### src/rtl/strx_pkg.sv
package strx_pkg;
  typedef enum logic [2:0] {
    ST_IDLE   = 3'd0,
    ST_WORD   = 3'd1,
    ST_BYTE   = 3'd2,
    ST_TAILWR = 3'd3,
    ST_FIN    = 3'd4
  } strx_state_e;
endpackage

### src/rtl/strx_track.sv
// Address, remaining-count, register-index and tail-lane counters.
module strx_track #(
  parameter int AW   = 32,
  parameter int CW   = 8,
  parameter int NREG = 32,
  parameter int NB   = 4,
  localparam int IW  = $clog2(NREG),
  localparam int LW  = $clog2(NB)
) (
  input  logic          clk,
  input  logic          rst_n,
  input  logic          load_en,
  input  logic          multi_in,
  input  logic [AW-1:0] addr_in,
  input  logic [CW-1:0] cnt_in,
  input  logic [IW-1:0] idx_in,
  input  logic          word_step,
  input  logic          byte_step,
  output logic [AW-1:0] addr_q,
  output logic [CW-1:0] rem_q,
  output logic [IW-1:0] idx_q,
  output logic [LW-1:0] lane_q
);
  localparam logic [IW-1:0] IDX_TOP = IW'(NREG - 1);

  logic [AW-1:0] addr_d;
  logic [CW-1:0] rem_d;
  logic [IW-1:0] idx_d;
  logic [LW-1:0] lane_d;
  logic          multi_q, multi_d;
  logic          upd_en;

  assign upd_en = load_en | word_step | byte_step;

  always_comb begin
    addr_d  = addr_q;
    rem_d   = rem_q;
    idx_d   = idx_q;
    lane_d  = lane_q;
    multi_d = multi_q;
    if (load_en) begin
      addr_d  = addr_in;
      rem_d   = cnt_in;
      idx_d   = idx_in;
      lane_d  = '0;
      multi_d = multi_in;
    end else if (word_step) begin
      addr_d = addr_q + AW'(NB);
      rem_d  = rem_q - CW'(NB);
      idx_d  = (idx_q == IDX_TOP) ? '0 : idx_q + 1'b1;
    end else if (byte_step) begin
      addr_d = addr_q + 1'b1;
      rem_d  = rem_q - 1'b1;
      lane_d = lane_q + 1'b1;
    end
  end

  always_ff @(posedge clk or negedge rst_n) begin
    if (!rst_n) begin
      addr_q  <= '0;
      rem_q   <= '0;
      idx_q   <= '0;
      lane_q  <= '0;
      multi_q <= 1'b0;
    end else if (upd_en) begin
      addr_q  <= addr_d;
      rem_q   <= rem_d;
      idx_q   <= idx_d;
      lane_q  <= lane_d;
      multi_q <= multi_d;
    end
  end

  // a whole word is only moved when at least a word of bytes is left
  p_word_room_r1: assert property (@(posedge clk) disable iff (!rst_n)
    word_step |-> (rem_q >= CW'(NB)));

  // single-byte steps only happen inside the 1..NB-1 tail
  p_byte_tail_r3: assert property (@(posedge clk) disable iff (!rst_n)
    byte_step |-> (rem_q != '0 && rem_q < CW'(NB)));

  // in multiple-word mode the top register carries the last word
  p_multi_end_r8: assert property (@(posedge clk) disable iff (!rst_n)
    (word_step && multi_q && idx_q == IDX_TOP) |-> (rem_q == CW'(NB)));
endmodule

### src/rtl/strx_lane.sv
// Byte lane placement: word swap and tail byte select/merge per ordering.
module strx_lane #(
  parameter int DW  = 32,
  localparam int NB = DW / 8,
  localparam int LW = $clog2(NB)
) (
  input  logic          rev,
  input  logic [LW-1:0] lane,
  input  logic [DW-1:0] mem_rdata,
  input  logic [DW-1:0] rf_rdata,
  input  logic [DW-1:0] acc_q,
  output logic [DW-1:0] word_to_rf,
  output logic [DW-1:0] word_to_mem,
  output logic [7:0]    byte_to_mem,
  output logic [DW-1:0] acc_next
);
  logic [DW-1:0] swap_rd;
  logic [DW-1:0] swap_wr;
  logic [LW-1:0] pos;
  logic [DW-1:0] byte_ext;

  for (genvar b = 0; b < NB; b++) begin : g_swap
    assign swap_rd[b*8 +: 8] = mem_rdata[(NB-1-b)*8 +: 8];
    assign swap_wr[b*8 +: 8] = rf_rdata[(NB-1-b)*8 +: 8];
  end

  assign word_to_rf  = rev ? swap_rd : mem_rdata;
  assign word_to_mem = rev ? swap_wr : rf_rdata;

  // Byte position inside the register for the current tail byte.
  assign pos = rev ? lane : LW'(NB - 1) - lane;

  assign byte_to_mem = rf_rdata[{pos, 3'b000} +: 8];
  assign byte_ext    = {{(DW-8){1'b0}}, mem_rdata[7:0]};
  assign acc_next    = acc_q | (byte_ext << {pos, 3'b000});
endmodule

### src/rtl/strx_ctrl.sv
// Sequence control: idle, word steps, byte steps, tail write, finish.
module strx_ctrl
  import strx_pkg::*;
#(
  parameter int CW = 8,
  parameter int NB = 4
) (
  input  logic          clk,
  input  logic          rst_n,
  input  logic          start,
  input  logic          store_in,
  input  logic          rev_in,
  input  logic [CW-1:0] cnt_eff,
  input  logic [CW-1:0] rem_q,
  input  logic          mem_ack,
  output strx_state_e   state_q,
  output logic          store_q,
  output logic          rev_q,
  output logic          load_en,
  output logic          word_step,
  output logic          byte_step,
  output logic          busy,
  output logic          done
);
  strx_state_e state_d;
  logic        store_d, rev_d;

  always_comb begin
    state_d   = state_q;
    store_d   = store_q;
    rev_d     = rev_q;
    load_en   = 1'b0;
    word_step = 1'b0;
    byte_step = 1'b0;
    unique case (state_q)
      ST_IDLE: begin
        if (start) begin
          load_en = 1'b1;
          store_d = store_in;
          rev_d   = rev_in;
          if (cnt_eff >= CW'(NB))    state_d = ST_WORD;
          else if (cnt_eff != '0)    state_d = ST_BYTE;
          else                       state_d = ST_FIN;
        end
      end
      ST_WORD: begin
        if (mem_ack) begin
          word_step = 1'b1;
          if (rem_q >= CW'(2*NB))    state_d = ST_WORD;
          else if (rem_q == CW'(NB)) state_d = ST_FIN;
          else                       state_d = ST_BYTE;
        end
      end
      ST_BYTE: begin
        if (mem_ack) begin
          byte_step = 1'b1;
          if (rem_q == CW'(1)) state_d = store_q ? ST_FIN : ST_TAILWR;
        end
      end
      ST_TAILWR: state_d = ST_FIN;
      ST_FIN:    state_d = ST_IDLE;
      default:   state_d = ST_IDLE;
    endcase
  end

  always_ff @(posedge clk or negedge rst_n) begin
    if (!rst_n) begin
      state_q <= ST_IDLE;
      store_q <= 1'b0;
      rev_q   <= 1'b0;
    end else begin
      state_q <= state_d;
      if (load_en) begin
        store_q <= store_d;
        rev_q   <= rev_d;
      end
    end
  end

  assign busy = (state_q != ST_IDLE);
  assign done = (state_q == ST_FIN);

  // a start seen while busy leaves the sequence running
  p_start_busy_r11: assert property (@(posedge clk) disable iff (!rst_n)
    (start && busy && !done) |=> busy);
endmodule

### src/rtl/strx_seq.sv
module strx_seq
  import strx_pkg::*;
#(
  parameter int AW   = 32,
  parameter int CW   = 8,
  parameter int NREG = 32,
  localparam int DW  = 32,
  localparam int NB  = DW / 8,
  localparam int IW  = $clog2(NREG),
  localparam int LW  = $clog2(NB)
) (
  input  logic          clk,
  input  logic          rst_n,
  input  logic          start_i,
  input  logic          store_i,
  input  logic          rev_i,
  input  logic          multi_i,
  input  logic [IW-1:0] reg_idx_i,
  input  logic [AW-1:0] addr_i,
  input  logic [CW-1:0] count_i,
  output logic          mem_req_o,
  output logic          mem_we_o,
  output logic          mem_word_o,
  output logic [AW-1:0] mem_addr_o,
  output logic [DW-1:0] mem_wdata_o,
  input  logic          mem_ack_i,
  input  logic [DW-1:0] mem_rdata_i,
  output logic [IW-1:0] rf_raddr_o,
  input  logic [DW-1:0] rf_rdata_i,
  output logic          rf_we_o,
  output logic [IW-1:0] rf_waddr_o,
  output logic [DW-1:0] rf_wdata_o,
  output logic          busy_o,
  output logic          done_o
);
  strx_state_e   state_q;
  logic          store_q, rev_q;
  logic          load_en, word_step, byte_step;
  logic [CW-1:0] cnt_eff;
  logic [CW-1:0] rem_q;
  logic [AW-1:0] addr_q;
  logic [IW-1:0] idx_q;
  logic [LW-1:0] lane_q;
  logic [DW-1:0] word_to_rf, word_to_mem, acc_next;
  logic [7:0]    byte_to_mem;
  logic [DW-1:0] acc_q, acc_d;
  logic          acc_en;

  // Multiple-word mode: one word per register up to the top index.
  assign cnt_eff = multi_i ? (CW'(NREG * NB) - CW'({reg_idx_i, 2'b00})) : count_i;

  strx_ctrl #(.CW(CW), .NB(NB)) u_ctrl (
    .clk       (clk),
    .rst_n     (rst_n),
    .start     (start_i),
    .store_in  (store_i),
    .rev_in    (rev_i),
    .cnt_eff   (cnt_eff),
    .rem_q     (rem_q),
    .mem_ack   (mem_ack_i),
    .state_q   (state_q),
    .store_q   (store_q),
    .rev_q     (rev_q),
    .load_en   (load_en),
    .word_step (word_step),
    .byte_step (byte_step),
    .busy      (busy_o),
    .done      (done_o)
  );

  strx_track #(.AW(AW), .CW(CW), .NREG(NREG), .NB(NB)) u_track (
    .clk       (clk),
    .rst_n     (rst_n),
    .load_en   (load_en),
    .multi_in  (multi_i),
    .addr_in   (addr_i),
    .cnt_in    (cnt_eff),
    .idx_in    (reg_idx_i),
    .word_step (word_step),
    .byte_step (byte_step),
    .addr_q    (addr_q),
    .rem_q     (rem_q),
    .idx_q     (idx_q),
    .lane_q    (lane_q)
  );

  strx_lane #(.DW(DW)) u_lane (
    .rev         (rev_q),
    .lane        (lane_q),
    .mem_rdata   (mem_rdata_i),
    .rf_rdata    (rf_rdata_i),
    .acc_q       (acc_q),
    .word_to_rf  (word_to_rf),
    .word_to_mem (word_to_mem),
    .byte_to_mem (byte_to_mem),
    .acc_next    (acc_next)
  );

  // Tail accumulator for loads: cleared at start, merged per byte.
  always_comb begin
    acc_en = load_en | (byte_step & ~store_q);
    acc_d  = load_en ? '0 : acc_next;
  end

  always_ff @(posedge clk or negedge rst_n) begin
    if (!rst_n)      acc_q <= '0;
    else if (acc_en) acc_q <= acc_d;
  end

  always_comb begin
    mem_req_o   = (state_q == ST_WORD) || (state_q == ST_BYTE);
    mem_word_o  = (state_q == ST_WORD);
    mem_we_o    = mem_req_o && store_q;
    mem_addr_o  = addr_q;
    mem_wdata_o = '0;
    if (mem_we_o) mem_wdata_o = mem_word_o ? word_to_mem : {{(DW-8){1'b0}}, byte_to_mem};
    rf_raddr_o  = idx_q;
    rf_waddr_o  = idx_q;
    rf_we_o     = ((state_q == ST_WORD) && mem_ack_i && !store_q) || (state_q == ST_TAILWR);
    rf_wdata_o  = (state_q == ST_TAILWR) ? acc_q : word_to_rf;
  end

  // a pending request keeps every attribute until acknowledged
  p_req_hold_r10: assert property (@(posedge clk) disable iff (!rst_n)
    (mem_req_o && !mem_ack_i) |=> (mem_req_o && $stable(mem_addr_o) &&
      $stable(mem_word_o) && $stable(mem_we_o) && $stable(mem_wdata_o)));

  // done follows an acknowledge, a register write or an accepted start
  p_done_after_r11: assert property (@(posedge clk) disable iff (!rst_n)
    done_o |-> $past((mem_req_o && mem_ack_i) || rf_we_o || (start_i && !busy_o)));

  // a store never writes the register file
  p_store_no_rf_r7: assert property (@(posedge clk) disable iff (!rst_n)
    mem_we_o |-> !rf_we_o);
endmodule

### config.mk
export PLATFORM = sky130hd
export DESIGN_NAME = strx_seq
export DESIGN_NICKNAME = d
export VERILOG_FILES = /design/src/rtl/strx_pkg.sv /design/src/rtl/strx_track.sv /design/src/rtl/strx_lane.sv /design/src/rtl/strx_ctrl.sv /design/src/rtl/strx_seq.sv
export SDC_FILE = /design/constraint.sdc
export NUM_CORES = 1
export LEC_CHECK = 0
export BUFFER_PORTS_ARGS = -buffer_cell sky130_fd_sc_hd__buf_2
export CAP_MARGIN = 40
export CORE_ASPECT_RATIO = 0.5
export CORE_MARGIN = 4
export CORE_UTILIZATION = 51
export CTS_CLUSTER_SIZE = 20
export DETAILED_ROUTE_END_ITERATION = 10
export MAX_ROUTING_LAYER = met4
export PLACE_DENSITY = 0.82
export SKIP_LAST_GASP = 1
export SLEW_MARGIN = 20
export SYNTH_ARGS = -nofsm -noshare
export SYNTH_HDL_FRONTEND = slang
export SYNTH_SLANG_ARGS = --single-unit
### constraint.sdc
create_clock -name clk -period 2.4 [get_ports clk]
set_input_delay 0 -clock clk [delete_from_list [all_inputs] [get_ports clk]]
set_output_delay 0 -clock clk [all_outputs]
set_load 0.01 [all_outputs]
==> results.md <==
- Slew Viols, Final: 0
- Nets: 1,118
- WP data required: 2.63 ns
- Worst Path Max Fanout: 23
- Finished Layout Cells: 1,161
- Pin count of the biggest net entering global routing: 69
- Fmax: 0.434 GHz
- Status: finished, final reports clean
- CP endpoint kind: flop
- Number of synthesized flops with an enable pin: 0
- Number of cell rows: 28
- Internal cell power: 4.81 mW
- Tcrit/Tclk final: 96.0%
- Reg clk slew, reported paths: 0.07 ns
- H-Tree Depth: 3
- Placed cells: 1,110
- Total grt overflow: 0
- Max_slew headroom: 53.4%
- Pwr Total: 8.98 mW
- Mapped cell area: 6180 um2
- Vias in the first global route: 6,627
- WL final: 20.3 mm
- Die X: 164 um
- Flop pwr share: 28.7%
- Final WS setup: 0.0959 ns
- PD cells: 1100 nW/um2
- Hold Path Class: in -> reg
- Synthesized flop and latch total: 84
- FF+latch area: 2110 um2
- # diodes: 0
- CP Launch Type: flop
- First-pass GRT wire length: 32.3 mm
- RD Place Congestion: 0.887
- Routed Antenna Nets: 0
- Main synth FF type: dfrtp_1
- Layout Skew: 0.0100 ns
- Kind of critical path: reg -> reg
- Comb power frac: 56.3%
- Area delta synth->final: 32.4%
- Clk_lat worst skew: 0.35 ns
- Clk sinks: 84
- Clock tree buffer depth: 2
- Leak Pwr: 3.96 nW
- Place WS: -0.00599 ns
- Total GRT Usage: 28.8%
- Asr flop ratio synth: 100%
- Initial drt markers: 649
- VDD IR max: 0.547 mV
- Sequential fraction of the synthesis area: 34.0%
- CTS tree: yes
- Clock Root Buffer: clkbuf_16
- Fraction of layout cells with a size suffix above 1: 29.6%
- Final Hold Vio Count: 0
- FF-to-FF Start: u_ctrl.state_q[1]
- IO Port Bufs: 227
- Dpl hpwl: 14.3 mm
- Critical Path AT: 2.53 ns
- Via density: 6.00
- Finish-stage setup viols: 0
- Synth warn: 0
- Worst setup path startpoint: u_ctrl.state_q[1]
- Net switching power: 4.17 mW
- Die footprint: 14,100 um2
- Area occupied by multi-input gates: 3780 um2
- Num CTS Buffers: 9
- Switching portion of total power: 46.4%
- First-pass detailed-route iteration total: 6
- Synth Instances: 751
- Avg Cell Area, Syn: 8.23 um2
- Routed len/inst: 17.5 um
- Hold slack: 0.0108 ns
- Starting Density: 52.2%
- Antenna violations before repair: 0
- Max-cap violations: 0
- Via Count: 6,971
- Clock share of power: 15.0%
- Tightest Pin Transition: 0.698 ns
- Synthesized Nets: 878
- Final min period: 2.30 ns
- Fillers: 978
- Die extent in y: 85.8 um
- Count of different cell masters after synthesis: 69
- Fin Setup TNS: 0 ns
- DRC viols: 0
- Hold_sp: mem_rdata_i[4]
- I/O pin count: 228
- Number of buffers added for setup after CTS: 0
- RSZ-0062 raised after global routing: no
- Core box area: 11,800 um2
## cell usage in the layout, fill, tap and decap left out, types with 4 or more instances in the layout
cell	n
nor2b_1	6
nor3b_1	6
clkbuf_16	9
o21ai_0	35
o32ai_1	4
a31oi_1	34
buf_4	26
o22ai_1	8
dfrtp_1	83
xnor2_1	6
mux2i_1	69
nor4_1	4
dlygate4sd3_1	34
nor3_1	11
nand2_1	45
nor2_1	140
mux4_2	8
a21oi_1	57
inv_1	17
or4_1	6
nand3_1	28
buf_2	226
a22oi_1	12
ha_1	11
o211ai_1	4
nand4_1	12
and3_1	6
a211oi_1	14
## power by group through the flow
stage                     Sequential (mW)  Clock, mW  Combinational (mW)
after floorplan                      2.52          0                3.24
after global placement               2.54          0                4.79
after detailed placement             2.58          0                4.93
after CTS                            2.56       1.37                5.01
after global routing                 2.66       1.44                5.54
final                                2.58       1.35                5.05
## kinds of logic (layout without fill, tap and decap cells)
group | after synthesis | count (layout) | share of synthesized area, %
AOI/OAI and AO/OA | 204 | 204 | 21.3
buffers and inverters | 79 | 324 | 5.32
and+or+nand+nor | 287 | 287 | 21.8
xor gates and xnor gates | 8 | 8 | 1.13
DFF | 84 | 84 | 34.0
muxes | 78 | 78 | 14.3
adders and majority gates | 11 | 11 | 2.23
## cells in the mapped netlist, types with 3 or more instances
| cell type | count | area (um2) |
|---|---|---|
| o21ai_0 | 35 | 175 |
| mux4_2 | 8 | 180 |
| a21oi_1 | 58 | 290 |
| and3_1 | 6 | 37.5 |
| o311ai_0 | 3 | 26.3 |
| buf_2 | 10 | 50.1 |
| nand3_1 | 28 | 140 |
| nand2b_1 | 3 | 18.8 |
| nor2b_1 | 6 | 37.5 |
| o32ai_1 | 4 | 35.0 |
| a22oi_1 | 12 | 90.1 |
| buf_1 | 16 | 60.1 |
| inv_1 | 17 | 63.8 |
| nor4_1 | 4 | 25.0 |
| o211ai_1 | 4 | 30.0 |
| nor2_1 | 140 | 526 |
| buf_4 | 5 | 37.5 |
| a211oi_1 | 14 | 105 |
| clkbuf_1 | 29 | 109 |
| or4_1 | 6 | 45.0 |
| nor3_1 | 12 | 60.1 |
| a21o_1 | 3 | 22.5 |
| nor3b_1 | 6 | 45.0 |
| nand2_1 | 46 | 173 |
| xnor2_1 | 6 | 52.6 |
| o22ai_1 | 8 | 50.1 |
| nand4_1 | 12 | 75.1 |
| dfrtp_1 | 84 | 2100 |
| a31oi_1 | 34 | 213 |
| or3_1 | 3 | 18.8 |
| ha_1 | 11 | 138 |
| mux2i_1 | 69 | 691 |
## metal layers
metal | share of wire (%) | GRT usage [%] | routed length (um) | up-vias
met5 | 0 | - | 0 | -
met4 | 2.9 | 10.2 | 594 | 0
met3 | 8.6 | 4.85 | 1750 | 67
met2 | 47 | 46.4 | 9540 | 392
met1 | 41 | 37.0 | 8400 | 3258
li1 | - | - | - | 3254
## registers in the layout, indices dropped and copies added (netlist names)
signal,flops
u_ctrl.state_q,3
u_track.idx_q,5
u_ctrl.store_q,1
u_track.rem_q,8
u_track.addr_q,32
u_ctrl.rev_q,1
acc_q,32
u_track.lane_q,2
## through the flow
step                utilization [%]  instance area (um2)
detailed placement             63.6                 7530
finish                         69.1                 8190
CTS                            69.0                 8170
floorplan                         -                 6180
global route                   69.1                 8190
global placement               63.6                 7530
## worst paths after layout
check / endpoint / slack (ns) / cells past startpoint
setup / recovery: u_track.rem_q[6] / 0.1 / 7
hold / removal: acc_q[20] / 0.01 / 3
setup reg to reg: u_track.rem_q[6] / 0.1 / 7
hold reg to reg: acc_q[27] / 0.50 / 2
max in group asynchronous: u_ctrl.state_q[0] / 1.60 / 3
min in group asynchronous: acc_q[12] / 0.14 / 2
## repair_timing
| item | CTS | global route |
|---|---|---|
| hold endpoints to repair | 68 | 0 |
| resized for setup | 3 | 1 |
| hold buffers | 34 | 0 |
| setup endpoints to repair | 25 | 3 |
| gates cloned | 0 | 0 |
| pin swaps | 0 | 0 |
## critical path, stage by stage, from the launching register on
cell,delay [ns]
dfrtp_1,0.53
nor4bb_1,0.11
buf_4,0.19
nor3_4,0.40
buf_4,0.35
nor2_1,0.12
and4b_1,0.22
a211o_1,0.27
## cell type report
type                    instances  area share (%)
inverters                      18           0.841
multi-input cells             588            46.2
flip-flops and latches         84            25.7
clock inverters                 6           0.581
repair buffers                290            21.2
well taps                     165            2.52
clock buffers                  10            2.92
No activity file was read; power rests on OpenSTA's default activity.
